File: config.mk
export PLATFORM = sky130hd
export DESIGN_NAME = chroma_subsampler
export DESIGN_NICKNAME = d
export VERILOG_FILES = /design/src/rtl/subsamp_pkg.sv /design/src/rtl/subsamp_ctrl.sv /design/src/rtl/subsamp_datapath.sv /design/src/rtl/chroma_subsampler.sv
export SDC_FILE = /design/constraint.sdc
export NUM_CORES = 1
export LEC_CHECK = 0
export BUFFER_PORTS_ARGS = -buffer_cell sky130_fd_sc_hd__buf_2
export CAP_MARGIN = 20
export CORE_UTILIZATION = 45
export CTS_BUF_LIST = sky130_fd_sc_hd__clkbuf_2 sky130_fd_sc_hd__clkbuf_4 sky130_fd_sc_hd__clkbuf_8
export DETAILED_ROUTE_END_ITERATION = 6
export PLACE_DENSITY = 0.76
export SLEW_MARGIN = 40
export SYNTH_ARGS = -nofsm -noshare
export SYNTH_HDL_FRONTEND = slang
export SYNTH_SLANG_ARGS = --single-unit
File: constraint.sdc
create_clock -name clk -period 1.6 [get_ports clk]
set_input_delay 0.16 -clock clk [delete_from_list [all_inputs] [get_ports clk]]
set_output_delay 0.16 -clock clk [all_outputs]
set_load 0.05 [all_outputs]
File: src/rtl/subsamp_pkg.sv
package subsamp_pkg;
  typedef struct packed {
    logic load;
    logic subsample;
    logic stagger;
    logic oddPhase;
  } subsampStrb_t;
endpackage

File: src/rtl/subsamp_ctrl.sv
module subsamp_ctrl
  import subsamp_pkg::*;
(
  input  logic         clk,
  input  logic         rstN,
  input  logic         inValid,
  input  logic         inLineStart,
  input  logic         cfgSubsample,
  input  logic         cfgStagger,
  output subsampStrb_t strb
);
  logic lineBegin;
  logic subReg;
  logic stagReg;
  logic phaseReg;

  assign lineBegin = inValid & inLineStart;

  always_comb begin
    strb.load      = inValid;
    strb.subsample = lineBegin ? cfgSubsample : subReg;
    strb.stagger   = lineBegin ? cfgStagger   : stagReg;
    strb.oddPhase  = lineBegin ? 1'b0         : phaseReg;
  end

  always_ff @(posedge clk) begin
    if (!rstN) begin
      subReg   <= 1'b0;
      stagReg  <= 1'b0;
      phaseReg <= 1'b0;
    end else begin
      if (lineBegin) begin
        subReg  <= cfgSubsample;
        stagReg <= cfgStagger;
      end
      if (inValid) phaseReg <= ~strb.oddPhase;
    end
  end

  assert_line_even_R8: assert property (@(posedge clk) disable iff (!rstN)
    lineBegin |-> !strb.oddPhase);
  assert_phase_idle_R8: assert property (@(posedge clk) disable iff (!rstN)
    !inValid |=> $stable(phaseReg));
  assert_mode_hold_R9: assert property (@(posedge clk) disable iff (!rstN)
    !lineBegin |=> ($stable(subReg) && $stable(stagReg)));
endmodule

File: src/rtl/subsamp_datapath.sv
module subsamp_datapath
  import subsamp_pkg::*;
#(
  parameter int DATA_W = 8
) (
  input  logic              clk,
  input  logic              rstN,
  input  subsampStrb_t      strb,
  input  logic [DATA_W-1:0] inLuma,
  input  logic [DATA_W-1:0] inCb,
  input  logic [DATA_W-1:0] inCr,
  output logic              outValid,
  output logic [DATA_W-1:0] outGreen,
  output logic [DATA_W-1:0] outBlue,
  output logic [DATA_W-1:0] outRed
);
  logic [DATA_W-1:0] heldCr;
  logic [DATA_W-1:0] nextBlue;
  logic [DATA_W-1:0] nextRed;

  always_comb begin
    nextBlue = strb.subsample ? '0 : inCb;
    if (!strb.subsample)    nextRed = inCr;
    else if (!strb.oddPhase) nextRed = inCb;
    else if (strb.stagger)   nextRed = inCr;
    else                     nextRed = heldCr;
  end

  always_ff @(posedge clk) begin
    if (!rstN) begin
      outValid <= 1'b0;
      outGreen <= '0;
      outBlue  <= '0;
      outRed   <= '0;
      heldCr   <= '0;
    end else begin
      outValid <= strb.load;
      if (strb.load) begin
        outGreen <= inLuma;
        outBlue  <= nextBlue;
        outRed   <= nextRed;
        if (!strb.oddPhase) heldCr <= inCr;
      end
    end
  end

  assert_latency_R2: assert property (@(posedge clk) disable iff (!rstN)
    strb.load |=> outValid);
  assert_idle_R2: assert property (@(posedge clk) disable iff (!rstN)
    !strb.load |=> !outValid);
  assert_hold_R10: assert property (@(posedge clk) disable iff (!rstN)
    !strb.load |=> ($stable(outGreen) && $stable(outBlue) && $stable(outRed)));
  assert_luma_R4: assert property (@(posedge clk) disable iff (!rstN)
    strb.load |=> (outGreen == $past(inLuma)));
  assert_blue_low_R5: assert property (@(posedge clk) disable iff (!rstN)
    (strb.load && strb.subsample) |=> (outBlue == '0));
  assert_bypass_R3: assert property (@(posedge clk) disable iff (!rstN)
    (strb.load && !strb.subsample) |=> (outBlue == $past(inCb) && outRed == $past(inCr)));
  assert_even_cb_R6: assert property (@(posedge clk) disable iff (!rstN)
    (strb.load && strb.subsample && !strb.oddPhase) |=> (outRed == $past(inCb)));
endmodule

File: src/rtl/chroma_subsampler.sv
module chroma_subsampler
  import subsamp_pkg::*;
#(
  parameter int DATA_W = 8
) (
  input  logic              clk,
  input  logic              rstN,
  input  logic              inValid,
  input  logic              inLineStart,
  input  logic [DATA_W-1:0] inLuma,
  input  logic [DATA_W-1:0] inCb,
  input  logic [DATA_W-1:0] inCr,
  input  logic              cfgSubsample,
  input  logic              cfgStagger,
  output logic              outValid,
  output logic [DATA_W-1:0] outGreenBus,
  output logic [DATA_W-1:0] outBlueBus,
  output logic [DATA_W-1:0] outRedBus
);
  subsampStrb_t strb;

  subsamp_ctrl ctrl_i (
    .clk          (clk),
    .rstN         (rstN),
    .inValid      (inValid),
    .inLineStart  (inLineStart),
    .cfgSubsample (cfgSubsample),
    .cfgStagger   (cfgStagger),
    .strb         (strb)
  );

  subsamp_datapath #(.DATA_W(DATA_W)) data_i (
    .clk      (clk),
    .rstN     (rstN),
    .strb     (strb),
    .inLuma   (inLuma),
    .inCb     (inCb),
    .inCr     (inCr),
    .outValid (outValid),
    .outGreen (outGreenBus),
    .outBlue  (outBlueBus),
    .outRed   (outRedBus)
  );
endmodule

==> results.toml <==
[global_route]
grt.busiest_layer = "met2"
grt_pass1_wl_um = 6670
met3_usage = 0.0707
grt_max_degree = 18
antenna_found_initial = 0
grt_pass1_vias = 1407
grt_use_met1 = 0.288
overflow = 0
use_met2 = 0.307
grt_usage = 0.211

[placement]
dp.cells = 282
globalplace.congestion = 0.771
io_buffers = 54
place_area_sq_um = 2020
dp_hpwl_um = 2720
pre_cts_slack_ns = 0.225

[worst_setup_path]
cp-start-kind = "register"
r2r_cells = 3
path_max_fanout = 9
crit_required_ns = 1.77
critical_path_arrival_ns = 1.53
worstSetupPathType = "reg -> reg"
endpoint_kind = "register"

[synth]
yosysMostFrequentCell = "dfxtp_1"
syn_inst = 188
synth_edf_count = 0
avgSynthCellArea_sq_um = 9.11
synth_largest_area_cell = "dfxtp_1"
postSynth.asyncResetShare = 0
synth_top_area_frac = 0.421
synth.distinct_cells = 27
seq_area_frac_synth = 0.421
dominantRegCellSynth = "dfxtp_1"
synth_nets = 218
syn_area_sq_um = 1710
ys_ff_latch = 36
synthTopCellsByArea = "dfxtp_1 42%, o21ai_0 5.6%, nand3_1 5.3%"
ys_top_cells_by_count = "36 x dfxtp_1, 19 x o21ai_0, 18 x nand3_1"
ys.warnings.count = 0

[floorplanning]
die_x_um = 63.7
io_pins = 55
die_h_um = 63.7
dieArea_sq_um = 4060
core_area_sq_um = 3660
rows = 22
initial_core_util = 0.468

[timing]
fin_crit_ns = 1.36
hold_violations = 0
maxSlewViolCount = 0
slew_headroom = 0.692
setup_violations = 0
timing.final.ws_setup_ns = 0.242
max_clock_freq_ghz = 0.737
rsz0062_at_grt = "no"
fin_skew_ns = 0.00510
fin_setup_tns_ns = 0
timing_worst_slew_pin_value_ns = 0.462
finalCritPeriodShare = 0.849
whs_ns = 0.129

[clock_tree]
clk_pin_slew_worst_paths_ns = 0.07
cts_resized = 0
root_buffer = "clkbuf_8"
clockBufferDepth = 2
hold_buffers = 0
cts.sinks = 36
cts_made_buffers = 5
cts_tree = "done"
clk-insertion-delay-late_ns = 0.29
postCtsSetupBuffers = 0
h-tree-depth = 2

[detailed_routing]
ant_nets = 0
viasPerCell = 5.19
vias = 1506
first_pass_iters = 5
finalWirelength_um = 3840
dr.first_iter.drc_count = 126
drcViolationCount = 0
wire_per_inst_um = 13.2

[pwr]
power.leakage_nw = 0.971
ir_worst_vdd_v = 0.000580
powerDensity_nw_per_um2 = 1000

[finish]
drive_above_1_share = 0.372
diodes = 0
syn_to_final_growth_pct = 23.6
fin_cells = 290
fin_area_sq_um = 2120
finalNetCount = 271

[run]
max_cap_violations = 0

[worst_hold_path]
min_path_cells = 3
hp-class = "in -> reg"

[outcome]
outcome = "finished, final reports clean"
[final cells by class]
type / count / area [sq um]
clock buffers: 8 / 97.6
repair buffers: 62 / 330
flip-flops and latches: 36 / 721
multi-input cells: 127 / 875
well taps: 48 / 60.1
inverters: 9 / 33.8
fillers: 335 / 1540
[cell families after synthesis]
logic type / after synthesis / share of synthesized area
compound gates: 59 / 0.246
simple gates: 51 / 0.152
flops: 36 / 0.421
buf+inv: 25 / 0.0687
mux: 17 / 0.112
[layout by cell type (no fill, tap or decap), drive strengths merged]
cell	n
buf	62
dfxtp	36
o21ai	21
nand3	18
a21boi	18
nand2	16
nor2b	12
inv	9
mux2i	9
mux2	8
clkbuf	8
a21oi	5
a221oi	5
o22ai	3
a31o	3
a31oi	3
nand2b	2
and2	2
nand3b	1
o211a	1
[per-layer routing]
layer | wire length (um) | vias up
met5 | 0 | -
met4 | 53 | 0
met3 | 234 | 5
met2 | 1690 | 42
met1 | 1860 | 689
li1 | - | 770
[path summary, 6_finish.rpt]
path / from / to / slack (ns)
setup reg to reg: ctrl_i.stagReg / data_i.outRed[4] / 0.24
hold reg to reg: data_i.outBlue[1] / data_i.outBlue[1] / 0.46
hold / removal: inLuma[1] / data_i.outGreen[1] / 0.13
setup / recovery: ctrl_i.stagReg / data_i.outRed[4] / 0.24
[report_power, final]
| part | internal, mW | leakage (nW) | switching (mW) |
|---|---|---|---|
| logic | 0.157 | 0.621 | 0.292 |
| registers | 0.953 | 0.297 | 0.0333 |
| clock network | 0.385 | 0.0523 | 0.305 |
[registers in the layout (all words and copies together), names as in the netlist]
signal and flops:
data_i.outGreen 8, ctrl_i.stagReg 1, ctrl_i.subReg 1, data_i.heldCr 8
data_i.outRed 8, data_i.outValid 1, data_i.outBlue 8, ctrl_i.phaseReg 1
[stage by stage]
| step | power [mW] | utilization |
|---|---|---|
| 5_1_grt | 2.24 | 0.578 |
| 3_5_place_dp | 1.45 | 0.552 |
| 6_report | 2.12 | 0.578 |
| 2_1_floorplan | 1.33 | - |
| 3_3_place_gp | 1.45 | 0.552 |
| 4_1_cts | 2.15 | 0.578 |
[worst max-delay path: stages, from the launching register on]
cell	delay [ns]
dfxtp_1	0.61
mux2_2	0.39
a21oi_1	0.18
a221oi_2	0.07
Note: power is estimated with default switching activity, not from simulation.
